## src/rtl/chsel_pkg.sv

```systemverilog
package chsel_pkg;
  parameter int unsigned CH_NUM  = 4;
  parameter int unsigned BYTE_W  = 8;
  localparam int unsigned CODE_W = $clog2(CH_NUM);
  localparam int unsigned SEL_W  = BYTE_W - CH_NUM;
endpackage

```

## src/rtl/chsel_sync.sv

```systemverilog
module chsel_sync #(
  parameter int unsigned WIDTH = 4
) (
  input  logic             clk,
  input  logic             rst_n,
  input  logic [WIDTH-1:0] async_i,
  output logic [WIDTH-1:0] sync_o
);
  logic [WIDTH-1:0] meta_q, meta_d, hold_q, hold_d;

  always_comb begin
    meta_d = async_i;
    hold_d = meta_q;
  end

  // reset to the released (high) level so no interrupt is seen in reset
  always_ff @(posedge clk or negedge rst_n) begin
    if (!rst_n) begin
      meta_q <= '1;
      hold_q <= '1;
    end else begin
      meta_q <= meta_d;
      hold_q <= hold_d;
    end
  end

  assign sync_o = hold_q;

  // second stage follows the first by exactly one edge
  a_r6_two_stage: assert property (@(posedge clk) disable iff (!rst_n)
    hold_q == $past(meta_q));
endmodule

```

## src/rtl/chsel_reg.sv

```systemverilog
module chsel_reg #(
  parameter int unsigned CH_NUM = 4,
  parameter int unsigned SEL_W  = 4,
  localparam int unsigned CODE_W = $clog2(CH_NUM)
) (
  input  logic              clk,
  input  logic              rst_n,
  input  logic              wr_en,
  input  logic [SEL_W-1:0]  wr_sel,
  output logic [SEL_W-1:0]  sel_q,
  output logic [CH_NUM-1:0] ch_en
);
  logic [SEL_W-1:0] sel_d;
  logic             on_bit;
  logic [CODE_W-1:0] code;

  always_comb begin
    sel_d = sel_q;
    if (wr_en) sel_d = wr_sel;
  end

  always_ff @(posedge clk or negedge rst_n) begin
    if (!rst_n) sel_q <= '0;
    else        sel_q <= sel_d;
  end

  assign on_bit = sel_q[CODE_W];
  assign code   = sel_q[CODE_W-1:0];

  for (genvar g = 0; g < CH_NUM; g++) begin : g_dec
    assign ch_en[g] = on_bit && (code == CODE_W'(g));
  end

  // a strobed write is stored at the next edge, otherwise held
  a_r5_write_stored: assert property (@(posedge clk) disable iff (!rst_n)
    wr_en |=> sel_q == $past(wr_sel));
  a_r5_hold: assert property (@(posedge clk) disable iff (!rst_n)
    !wr_en |=> $stable(sel_q));
endmodule

```

## src/rtl/chsel_irq_agg.sv

```systemverilog
module chsel_irq_agg #(
  parameter int unsigned CH_NUM = 4
) (
  input  logic [CH_NUM-1:0] irq_sync_n,
  output logic [CH_NUM-1:0] status,
  output logic              drive_low
);
  always_comb begin
    status    = ~irq_sync_n;
    drive_low = |status;
  end
endmodule

```

## src/rtl/chsel_irq_ctrl.sv

```systemverilog
module chsel_irq_ctrl
  import chsel_pkg::*;
#(
  parameter int unsigned NUM_CH = CH_NUM,
  parameter int unsigned DATA_W = BYTE_W,
  localparam int unsigned LOW_W = DATA_W - NUM_CH,
  localparam int unsigned CW    = $clog2(NUM_CH)
) (
  input  logic              clk,
  input  logic              rst_n,
  input  logic              wr_en,
  input  logic [DATA_W-1:0] wr_data,
  output logic [DATA_W-1:0] rd_data,
  input  logic [NUM_CH-1:0] irq_n_i,
  output logic [NUM_CH-1:0] ch_en_o,
  output logic              irq_drive_low_o
);
  logic [NUM_CH-1:0] irq_sync_n, status;
  logic [LOW_W-1:0]  sel_q;
  logic              unused_wr_hi;

  assign unused_wr_hi = ^wr_data[DATA_W-1:LOW_W];

  chsel_sync #(.WIDTH(NUM_CH)) u_sync (
    .clk(clk), .rst_n(rst_n), .async_i(irq_n_i), .sync_o(irq_sync_n));

  chsel_reg #(.CH_NUM(NUM_CH), .SEL_W(LOW_W)) u_reg (
    .clk(clk), .rst_n(rst_n), .wr_en(wr_en), .wr_sel(wr_data[LOW_W-1:0]),
    .sel_q(sel_q), .ch_en(ch_en_o));

  chsel_irq_agg #(.CH_NUM(NUM_CH)) u_agg (
    .irq_sync_n(irq_sync_n), .status(status), .drive_low(irq_drive_low_o));

  assign rd_data = {status, sel_q};

  // never more than one segment enabled
  a_r10_onehot: assert property (@(posedge clk) disable iff (!rst_n)
    $onehot0(ch_en_o));
  // enable bit clear means no segment
  a_r2_deselect: assert property (@(posedge clk) disable iff (!rst_n)
    !rd_data[CW] |-> ch_en_o == '0);
  // enable bit set means the coded segment is on
  a_r3_select: assert property (@(posedge clk) disable iff (!rst_n)
    rd_data[CW] |-> ch_en_o[rd_data[CW-1:0]]);
  // any pending status pulls the shared line low
  a_r7_any_pulls: assert property (@(posedge clk) disable iff (!rst_n)
    (rd_data[DATA_W-1:LOW_W] != '0) |-> irq_drive_low_o);
  // no pending status releases the line
  a_r8_release: assert property (@(posedge clk) disable iff (!rst_n)
    (rd_data[DATA_W-1:LOW_W] == '0) |-> !irq_drive_low_o);
  // read low bits come from the write, never from its upper bits
  a_r4_low_only: assert property (@(posedge clk) disable iff (!rst_n)
    wr_en |=> rd_data[LOW_W-1:0] == $past(wr_data[LOW_W-1:0]));
endmodule

```

## config.mk

```make
export PLATFORM = sky130hd
export DESIGN_NAME = chsel_irq_ctrl
export DESIGN_NICKNAME = d
export VERILOG_FILES = /design/src/rtl/chsel_pkg.sv /design/src/rtl/chsel_sync.sv /design/src/rtl/chsel_reg.sv /design/src/rtl/chsel_irq_agg.sv /design/src/rtl/chsel_irq_ctrl.sv
export SDC_FILE = /design/constraint.sdc
export NUM_CORES = 1
export LEC_CHECK = 0
export ABC_AREA = 1
export BUFFER_PORTS_ARGS = -buffer_cell sky130_fd_sc_hd__buf_2
export CORE_AREA = 2 2 39 41
export DETAILED_ROUTE_END_ITERATION = 8
export DIE_AREA = 0 0 41 43
export REMOVE_ABC_BUFFERS = 1
export SLEW_MARGIN = 5
export SYNTH_ARGS = -nofsm -noshare
export SYNTH_HDL_FRONTEND = slang
export SYNTH_HIERARCHICAL = 1
export SYNTH_SLANG_ARGS = --single-unit
```

## constraint.sdc

```tcl
create_clock -name clk -period 2 [get_ports clk]
set_input_delay 0.4 -clock clk [delete_from_list [all_inputs] [get_ports clk]]
set_output_delay 0.4 -clock clk [all_outputs]
set_load 0.01 [all_outputs]
```

==> results of run 1 <==
flip-flops by register name (all words and copies together), names as in the netlist:
| name | count |
|---|---|
| u_reg/sel_q | 4 |
| u_sync/hold_d | 4 |
| u_sync/sync_o | 4 |
layout make-up:
type / instances / share of cell area (%)
repair buffers: 24 / 20.70
flip-flops and latches: 12 / 51.35
multi-input cells: 21 / 13.04
clock buffers: 4 / 6.004
inverters: 9 / 5.590
well taps: 16 / 3.313
per-layer routing:
metal	GRT usage, %	routed length, um	vias to the layer above
met2	15.31	387	9
met3	3.141	27	0
met5	0	0	-
met1	9.966	277	154
met4	10.00	0	0
li1	-	-	176
metrics by stage:
stage          std cells  power (W)  utilization, %  instance area, um2
6_report              86  0.0005159           43.67               604.3
5_1_grt               86  0.0005487           43.67               604.3
4_1_cts               86  0.0005265           43.67               604.3
3_5_place_dp          81  0.0003357           40.33               558.0
3_3_place_gp          81  0.0003344           40.33               558.0
2_1_floorplan         42  0.0003015               -               422.9
logic make-up after synthesis:
kind of cell / count (synthesis) / synth area share [%]
buffers and inverters: 9 / 7.988
DFF: 12 / 73.37
and+or+nand+nor: 21 / 18.64
report_power, final:
group           total, W  switching (W)  internal (W)
Combinational  0.0000584      0.0000325     0.0000259
Sequential      0.000274     0.00000926      0.000264
Clock           0.000184      0.0000734      0.000110
Total           0.000516       0.000115      0.000401
worst max path at each step:
stage                                     from         endpoint  slack (ns)  cells past startpoint
floorplan           u_reg/sel_q[0]$_DFFE_PN0P_       ch_en_o[0]        0.91                      3
global placement    u_sync/sync_o[3]$_DFF_PN1_  irq_drive_low_o        0.84                      4
detailed placement  u_sync/sync_o[3]$_DFF_PN1_  irq_drive_low_o        0.82                      4
CTS                 u_sync/sync_o[3]$_DFF_PN1_  irq_drive_low_o        0.53                      4
global route        u_sync/sync_o[3]$_DFF_PN1_  irq_drive_low_o        0.47                      4
finish              u_sync/sync_o[3]$_DFF_PN1_  irq_drive_low_o        0.55                      4
cell usage in the layout, fill, tap and decap left out:
master and count:
dfstp_2 8, nor2_1 4, inv_1 8, clkbuf_8 1
nand2_1 17, dfrtp_1 4, clkbuf_4 3, inv_2 1
buf_2 23, dlygate4sd3_1 1
==> summary.md, run 1 <==
| Metric | Value |
|---|---|
| Worst Skew | `0.004211 ns` |
| Pre-CTS WS | `0.8242 ns` |
| Die ar. | `1763 um2` |
| CP Buf/Inv Count | `2` |
| Distinct cells, synth | `6` |
| P&R area growth vs syn | `42.90%` |
| Post-Syn Instances | `42` |
| Ys Warns | `6` |
| Crit path cell chain | `nand2_1 -> inv_1 -> nand2_1 -> buf_2` |
| Largest area contributor in the netlist | `dfstp_2` |
| Crit Path Class | `reg2out` |
| Worst setup margin | `0.5516 ns` |
| DR vias/cell | `3.942` |
| Diode count | `0` |
| Wire per inst | `8.047 um` |
| Area of the multi-input gates | `78.83 um2` |
| Nets | `86` |
| Most used flip-flop cell after synthesis | `dfstp_2` |
| Resized cells post-CTS | `0` |
| Flops & latches, synth | `12` |
| Largest driver fanout on the critical path | `2` |
| Die height | `43 um` |
| Setup violators final | `0` |
| Worst min-delay path startpoint | `irq_n_i[0]` |
| Hold_ws | `0.2290 ns` |
| Critical path startpoint category | `flop` |
| Grt ovf | `0` |
| GP Congestion | `0.5939` |
| CTS root buf | `clkbuf_4` |
| Commonest cells post-synth | `nand2_1 (17), dfstp_2 (8), inv_1 (8)` |
| Row Count | `14` |
| Routed wire length | `692 um` |
| IO Count | `28` |
| Synth async-reset ratio | `100.0%` |
| Pre-antenna DRT Iters | `4` |
| Worst Path Required | `1.60 ns` |
| Avg Inst Size Synth | `10.07 um2` |
| Max_slew headroom | `83.81%` |
| P per Cell Area | `853.6 nW/um2` |
| Hold-fix buffer count after cts | `1` |
| Global-route wire length before repair | `1145 um` |
| Hold Crit Class | `in2reg` |
| DR vias | `339` |
| Post-DRT Antenna Nets | `0` |
| Clock Pin Slew Worst Setup and Hold Paths | `0.07 ns` |
| Fill cells | `143` |
| Share of layout cells above drive strength 1 | `51.43%` |
| EDFF count, synth | `0` |
| Max incr delay on CP | `0.53 ns` |
| Number of buffers created by CTS | `3` |
| Initial antenna violation count | `0` |
| Initial DRC count | `4` |
| Number of global-route vias before repair | `315` |
| Most common cell in the netlist | `nand2_1` |
| CTS tree | `built` |
| Sequential area share after synthesis | `73.37%` |
| H-tree depth | `1` |
| All-Layer GR Usage | `10.14%` |
| Worst R2R End | `u_reg/sel_q[1]$_DFFE_PN0P_` |
| Slew Limit Fails | `0` |
| IO buf count | `23` |
| CP Data Arrival Time | `1.05 ns` |
| Period utilisation layout | `72.42%` |
| Reg2reg start | `u_reg/sel_q[1]$_DFFE_PN0P_` |
| Setup TNS Final | `0 ns` |
| Fmax | `0.6904 GHz` |
| Outcome | `completed` |
| Post-Synthesis Cell Area | `422.9 um2` |
| Tmin final | `1.448 ns` |
| Worst path slowest cell | `dfstp_2` |
| Chip width | `41 um` |
| Synth area leaders | `dfstp_2 (50%), dfrtp_1 (24%), nand2_1 (15%)` |
| Largest net degree at the start of global routing | `13` |
| # Post-CTS Setup Buffers | `0` |
| Hold EP | `u_sync/hold_d[0]$_DFF_PN1_` |
| Max Cap Viol | `0` |
| Synth top area share | `49.70%` |
| Worst-case clock buffer depth | `2` |
| Endpoints failing hold | `0` |
| Lkg Pwr | `0.3553 nW` |
| Clk_lat worst skew | `0.26 ns` |
| IR drop worst, VDD | `0.0002836 V` |
| Core area | `1384 um2` |
| Delay-heaviest family, CP | `flip-flops` |
| Crit. End Element | `output pin` |
| Worst slew pin tran | `0.2429 ns` |
| Clk sinks | `12` |
| Hold path depth | `1` |
| Initial Util | `30.56%` |
| Cell count of the worst reg-to-reg path | `2` |
| # DRC | `0` |
| RSZ-0062 raised after global routing | `no` |
| Post-DP HPWL | `535.2 um` |
| FF+latch area | `310.3 um2` |
| CP dominant cell by count | `nand2_1` |
| R2R Setup Slk | `1.34 ns` |
Power figures use the tool's default switching activity.
==> run 2, diff against run 1 <==
--- a/config.mk
+++ b/config.mk
@@ -5,7 +5,7 @@
 export SDC_FILE = /design/constraint.sdc
 export NUM_CORES = 1
 export LEC_CHECK = 0
-export ABC_AREA = 1
+export ABC_AREA = 0
 export BUFFER_PORTS_ARGS = -buffer_cell sky130_fd_sc_hd__buf_2
 export CORE_AREA = 2 2 39 41
 export DETAILED_ROUTE_END_ITERATION = 8
==> constraint.sdc (replaced) <==
create_clock -name clk -period 1.35 [get_ports clk]
set_input_delay 0.27 -clock clk [delete_from_list [all_inputs] [get_ports clk]]
set_output_delay 0.27 -clock clk [all_outputs]
set_load 0.01 [all_outputs]
==> run 2 against run 1 <==
Compared with the run above: first-iteration DRC count shrank 50%; total power up 50%; cell count fell by 20%; sequential share of layout area rose by 0.86 points; count of clock-buffer cells in the layout unchanged; setup slack worse by 0.49 ns; non-clock buffer count is the same; sequential power increased by 50%; utilization decreased by 0.72 points; register-to-register slack worse by 0.79 ns; worst hold slack worse by 0.13 ns; critical path type unchanged.
==> summary.md, run 2 <==
| Metric | Value |
|---|---|
| Outcome | `completed` |
| Row Count | `14` |
| Area share of and/or/nand/nor cells after synthesis | `9.202%` |
| CTS tree | `built` |
| Cell count of the worst reg-to-reg path | `1` |
| Worst Setup SP | `u_reg/sel_q[1]$_DFFE_PN0P_` |
| Adder-Cell Fraction of Synth Area | `0%` |
| Placed Cells | `64` |
| Die height | `43 um` |
| Initial DRC count | `2` |
| Setup TNS Final | `0 ns` |
| Commonest cells post-synth | `dfstp_2 (8), dfrtp_1 (4), inv_1 (4), mux2_2 (4), and3b_1 (2)` |
| Hold EP | `u_sync/hold_d[2]$_DFF_PN1_` |
| Largest family of logic cells by synthesized area | `multiplexers` |
| Area of the multi-input gates | `87.58 um2` |
| Worst Skew | `0.0004822 ns` |
| Post-Synthesis Cell Area | `407.9 um2` |
| Initial Util | `29.48%` |
| Clk sinks | `12` |
| Largest net degree at the start of global routing | `13` |
| Non-filler instance count after layout | `69` |
| Most common cell after layout, fill and taps aside | `buf_2` |
| IO buf count | `23` |
| R2R Setup Slk | `0.55 ns` |
| Wire per inst | `9.014 um` |
| Post-synthesis xor/xnor area fraction | `0%` |
| Diode count | `0` |
| Global-route wire length before repair | `910 um` |
| Flops & latches, synth | `12` |
| Distinct cells, synth | `8` |
| Pre-antenna DRT Iters | `2` |
| H-tree depth | `1` |
| Largest driver fanout on the critical path | `6` |
| Lkg Pwr | `0.3106 nW` |
| Critical path startpoint category | `flop` |
| CTS root buf | `clkbuf_4` |
| Period utilisation layout | `95.54%` |
| Max Cap Viol | `0` |
| Crit. End Element | `output pin` |
| Commonest cells after routing, fill and taps aside | `buf_2 (23), dfstp_2 (8), inv_1 (4), mux2_2 (4), dfrtp_1 (4)` |
| DR vias/cell | `3.826` |
| Share of layout cells above drive strength 1 | `75.47%` |
| Fraction of the mapped netlist area in compound gates | `0%` |
| CP Data Arrival Time | `1.02 ns` |
| Setup violators final | `0` |
| Max_slew headroom | `82.86%` |
| Crit Path Class | `reg2out` |
| Worst R2R End | `u_reg/sel_q[0]$_DFFE_PN0P_` |
| IO Count | `28` |
| Reg2reg start | `u_reg/sel_q[0]$_DFFE_PN0P_` |
| Post-DRT Antenna Nets | `0` |
| Most used flip-flop cell after synthesis | `dfstp_2` |
| FF+latch area | `310.3 um2` |
| P&R area growth vs syn | `45.71%` |
| P per Cell Area | `1298 nW/um2` |
| Avg Inst Size Synth | `16.32 um2` |
| Mux share of post-synthesis cell area | `11.04%` |
| Number of buffers created by CTS | `3` |
| Worst min-delay path startpoint | `irq_n_i[2]` |
| Clock Pin Slew Worst Setup and Hold Paths | `0.07 ns` |
| Worst-case clock buffer depth | `2` |
| Largest area contributor in the netlist | `dfstp_2` |
| Initial antenna violation count | `0` |
| Grt ovf | `0` |
| Tmin final | `1.290 ns` |
| IR drop worst, VDD | `0.0006830 V` |
| Hold Crit Class | `in2reg` |
| # Post-CTS Setup Buffers | `0` |
| Synth async-reset ratio | `100.0%` |
| GP Congestion | `0.6831` |
| Worst slew pin tran | `0.2571 ns` |
| Ys Warns | `6` |
| Clk_lat worst skew | `0.26 ns` |
| Nets | `69` |
| Most common cell in the netlist | `dfstp_2` |
| Number of global-route vias before repair | `221` |
| # DRC | `0` |
| EDFF count, synth | `0` |
| Post-Syn Instances | `25` |
| Hold path depth | `1` |
| Synth top area share | `51.53%` |
| Routed wire length | `622 um` |
| Endpoints failing hold | `0` |
| Slew Limit Fails | `0` |
| Core area | `1384 um2` |
| Tot Pwr | `0.0007713 W` |
| Chip width | `41 um` |
| Sequential area share after synthesis | `76.07%` |
| All-Layer GR Usage | `8.504%` |
| DR vias | `264` |
| Fill cells | `126` |
| Synth area leaders | `dfstp_2 (52%), dfrtp_1 (25%), mux2_2 (11%)` |
| Worst Path Required | `1.08 ns` |
| Die ar. | `1763 um2` |
| Fmax | `0.7753 GHz` |
-- run 2: cell count changes after synthesis, moves of 2 or more --
cell     change
inv_1        -4
and3b_1      +2
mux2_2       +4
nor2_1       -4
nand2_1     -17
-- run 2: timing repair --
item	in CTS	in global routing
gates resized for setup	0	1
setup endpoints to repair	0	1
hold endpoints to repair	4	0
hold buffers	1	0
-- run 2: logic make-up (layout without fill, tap and decap cells) --
kind of cell           Yosys count  count (layout)
DFF                             12              12
and+or+nand+nor                  5               5
muxes                            4               4
buffers and inverters            4              32
-- run 2: worst max-delay path by stage --
stage / cells past startpoint / end / slack [ns]
after floorplan: 1 / ch_en_o[0] / 0.31
after global placement: 2 / irq_drive_low_o / 0.35
after detailed placement: 2 / ch_en_o[0] / 0.34
after CTS: 2 / ch_en_o[0] / 0.04
after global routing: 2 / ch_en_o[1] / -0.0002
final: 2 / ch_en_o[1] / 0.06
-- run 2: where the power goes --
group | switching [W] | total, W | leakage, nW | internal (W)
registers | 0.0000164 | 0.000410 | 0.131 | 0.000393
logic | 0.0000405 | 0.0000893 | 0.159 | 0.0000488
clock network | 0.000109 | 0.000272 | 0.0210 | 0.000164
-- run 2: worst max-delay path, cell delays in order (launching register included) --
cell and delay [ns]:
dfrtp_1 0.42, and3b_1 0.21, buf_2 0.12
-- run 2: layer usage --
metal,vias to the layer above,global-route usage [%],part of all wire [%]
met1,121,8.935,40
met3,0,4.712,5.0
li1,137,-,-
met4,0,8.000,0
met2,6,11.25,55
met5,-,0,0
-- run 2: cell type report --
cell class	count	area share, %
tap	16	3.368
clock buffer	4	6.105
inverter	4	2.526
sequential	12	52.21
multi-input combinational	9	14.74
timing repair buffer	24	21.05
-- run 2: metrics by stage --
| step | setup WS (ns) | utilization (%) | hold WS, ns | instance area [um2] |
|---|---|---|---|---|
| floorplan | 0.3059 | - | -0.02559 | 407.9 |
| global placement | 0.3491 | 39.24 | 0.1509 | 543.0 |
| detailed placement | 0.3424 | 39.24 | 0.1516 | 543.0 |
| CTS | 0.04099 | 42.59 | 0.08522 | 589.3 |
| global route | -0.0002315 | 42.95 | 0.07805 | 594.3 |
| finish | 0.06018 | 42.95 | 0.09936 | 594.3 |
==> run 3, diff against run 2 <==
--- a/config.mk
+++ b/config.mk
@@ -10,6 +10,7 @@
 export CORE_AREA = 2 2 39 41
 export DETAILED_ROUTE_END_ITERATION = 8
 export DIE_AREA = 0 0 41 43
+export RECOVER_POWER = 100
 export REMOVE_ABC_BUFFERS = 1
 export SLEW_MARGIN = 5
 export SYNTH_ARGS = -nofsm -noshare
==> run 3 against run 2 <==
Compared with the run above: combinational power is 2.4% lower; count of clock-buffer cells in the layout stayed put; register-to-register slack hardly changed; maximum frequency hardly changed; sequential power hardly changed; total power is 0.24% lower; routed wire length is 0.32% lower; final area is 0.63% lower; setup slack hardly changed; global-route usage stayed put; clock skew hardly changed; via count stayed put; critical path type unchanged; largest power group unchanged.
==> summary.md, run 3 (same netlist as run 2, synthesis figures left out) <==
| Metric | Value |
|---|---|
| H-tree depth | `1` |
| Lkg Pwr | `0.3023 nW` |
| Non-filler instance count after layout | `69` |
| Hold_ws | `0.09934 ns` |
| Clk sinks | `12` |
| CTS tree | `built` |
| P per Cell Area | `1303 nW/um2` |
| Clk_lat worst skew | `0.26 ns` |
| DR vias/cell | `3.826` |
| Crit path cell chain | `and3b_1 -> buf_2` |
| Crit. End Element | `output pin` |
| Placed Cells | `64` |
| Worst path slowest cell | `dfrtp_1` |
| Initial DRC count | `2` |
| Slew Limit Fails | `0` |
| IR drop worst, VDD | `0.0006826 V` |
| Worst Skew | `0.0004692 ns` |
| # DRC | `0` |
| Outcome | `completed` |
| Routed wire length | `620 um` |
| Die ar. | `1763 um2` |
| Crit Path Class | `reg2out` |
| Share of layout cells above drive strength 1 | `69.81%` |
| Worst slew pin tran | `0.6108 ns` |
| CP Data Arrival Time | `1.02 ns` |
| DR vias | `264` |
| Max Cap Viol | `0` |
| Clock Pin Slew Worst Setup and Hold Paths | `0.07 ns` |
| CTS root buf | `clkbuf_4` |
| Period utilisation layout | `95.54%` |
| Pre-antenna DRT Iters | `2` |
| Endpoints failing hold | `0` |
| Initial antenna violation count | `0` |
| Max incr delay on CP | `0.42 ns` |
| Largest driver fanout on the critical path | `6` |
| Wire per inst | `8.986 um` |
| Row Count | `14` |
| Max_slew headroom | `59.28%` |
| Nets | `69` |
| Hold path depth | `1` |
| Tmin final | `1.290 ns` |
| Grt ovf | `0` |
| Final Cell Area | `590.6 um2` |
| Most common cell after layout, fill and taps aside | `buf_2` |
| Core area | `1384 um2` |
| Worst Path Required | `1.08 ns` |
| Setup violators final | `0` |
| CP Depth | `2` |
| Commonest cells after routing, fill and taps aside | `buf_2 (20), dfstp_2 (8), inv_1 (4), mux2_2 (4), dfrtp_1 (4)` |
| Number of buffers created by CTS | `3` |
| Post-DRT Antenna Nets | `0` |
| DP Area | `543.0 um2` |
| Critical path startpoint category | `flop` |
| Worst-case clock buffer depth | `2` |
| CP Buf/Inv Count | `1` |
| Initial Util | `29.48%` |
| P&R area growth vs syn | `44.79%` |
| Fmax | `0.7753 GHz` |
| Global-route wire length before repair | `910 um` |
| Diode count | `0` |
| Die height | `43 um` |
| Chip width | `41 um` |
| Largest net degree at the start of global routing | `13` |
| Hold Crit Class | `in2reg` |
| Cell count of the worst reg-to-reg path | `1` |
| GP Congestion | `0.6831` |
| IO Count | `28` |
| Number of global-route vias before repair | `221` |
| IO buf count | `23` |
| All-Layer GR Usage | `8.504%` |
| Delay-heaviest family, CP | `flip-flops` |
-- run 3: cell count changes in the layout (fill, tap and decap cells not counted) --
cell | previous run | this run
buf_2 | 23 | 20
clkbuf_1 | 0 | 3
-- run 3: worst paths after layout --
path	startpoint	to	slack [ns]
worst max-delay path	u_reg/sel_q[1]$_DFFE_PN0P_	ch_en_o[1]	0.06
worst min-delay path	irq_n_i[2]	u_sync/hold_d[2]$_DFF_PN1_	0.1
worst max register to register	u_reg/sel_q[0]$_DFFE_PN0P_	u_reg/sel_q[0]$_DFFE_PN0P_	0.55
worst min register to register	u_sync/hold_d[2]$_DFF_PN1_	u_sync/sync_o[2]$_DFF_PN1_	0.36
max in group asynchronous	rst_n	u_reg/sel_q[0]$_DFFE_PN0P_	0.43
min in group asynchronous	rst_n	u_reg/sel_q[3]$_DFFE_PN0P_	0.52
-- run 3: metal layers --
metal  up-vias  part of all wire (%)  wire length, um  GRT usage, %
li1        137                     -                -             -
met1       121                    40              248         8.935
met2         6                    55              340         11.25
met3         0                   5.0               31         4.712
met4         0                     0                0         8.000
met5         -                     0                0             0
-- run 3: per-stage QoR --
step           util (%)  total power (W)    TNS [ns]  worst slack, ns
6_report          42.68        0.0007694           0          0.06015
2_1_floorplan         -        0.0004514           0           0.3059
3_5_place_dp      39.24        0.0005036           0           0.3424
5_1_grt           42.68        0.0008135  -0.0002315       -0.0002315
4_1_cts           42.59        0.0007863           0          0.04099
3_3_place_gp      39.24        0.0005024           0           0.3491
-- run 3: timing repair --
item	CTS	global route
buffers inserted	0	0
hold buffers	1	0
setup endpoints to repair	0	1
gates resized for setup	0	1
endpoints found under the hold margin	4	0
-- run 3: power by group --
part / total, W / internal [W] / switching (W)
Clock: 0.000272 / 0.000164 / 0.000109
Sequential: 0.000410 / 0.000393 / 0.0000166
Combinational: 0.0000872 / 0.0000468 / 0.0000405
-- run 3: layout make-up --
| type | count | area (um2) |
|---|---|---|
| Clock buffer | 4 | 36.28 |
| Multi-Input combinational cell | 9 | 87.58 |
| Fill cell | 127 | 793.3 |
| Sequential cell | 12 | 310.3 |
| Inverter | 4 | 15.01 |
| Tap cell | 16 | 20.02 |
| Timing Repair Buffer | 24 | 121.4 |
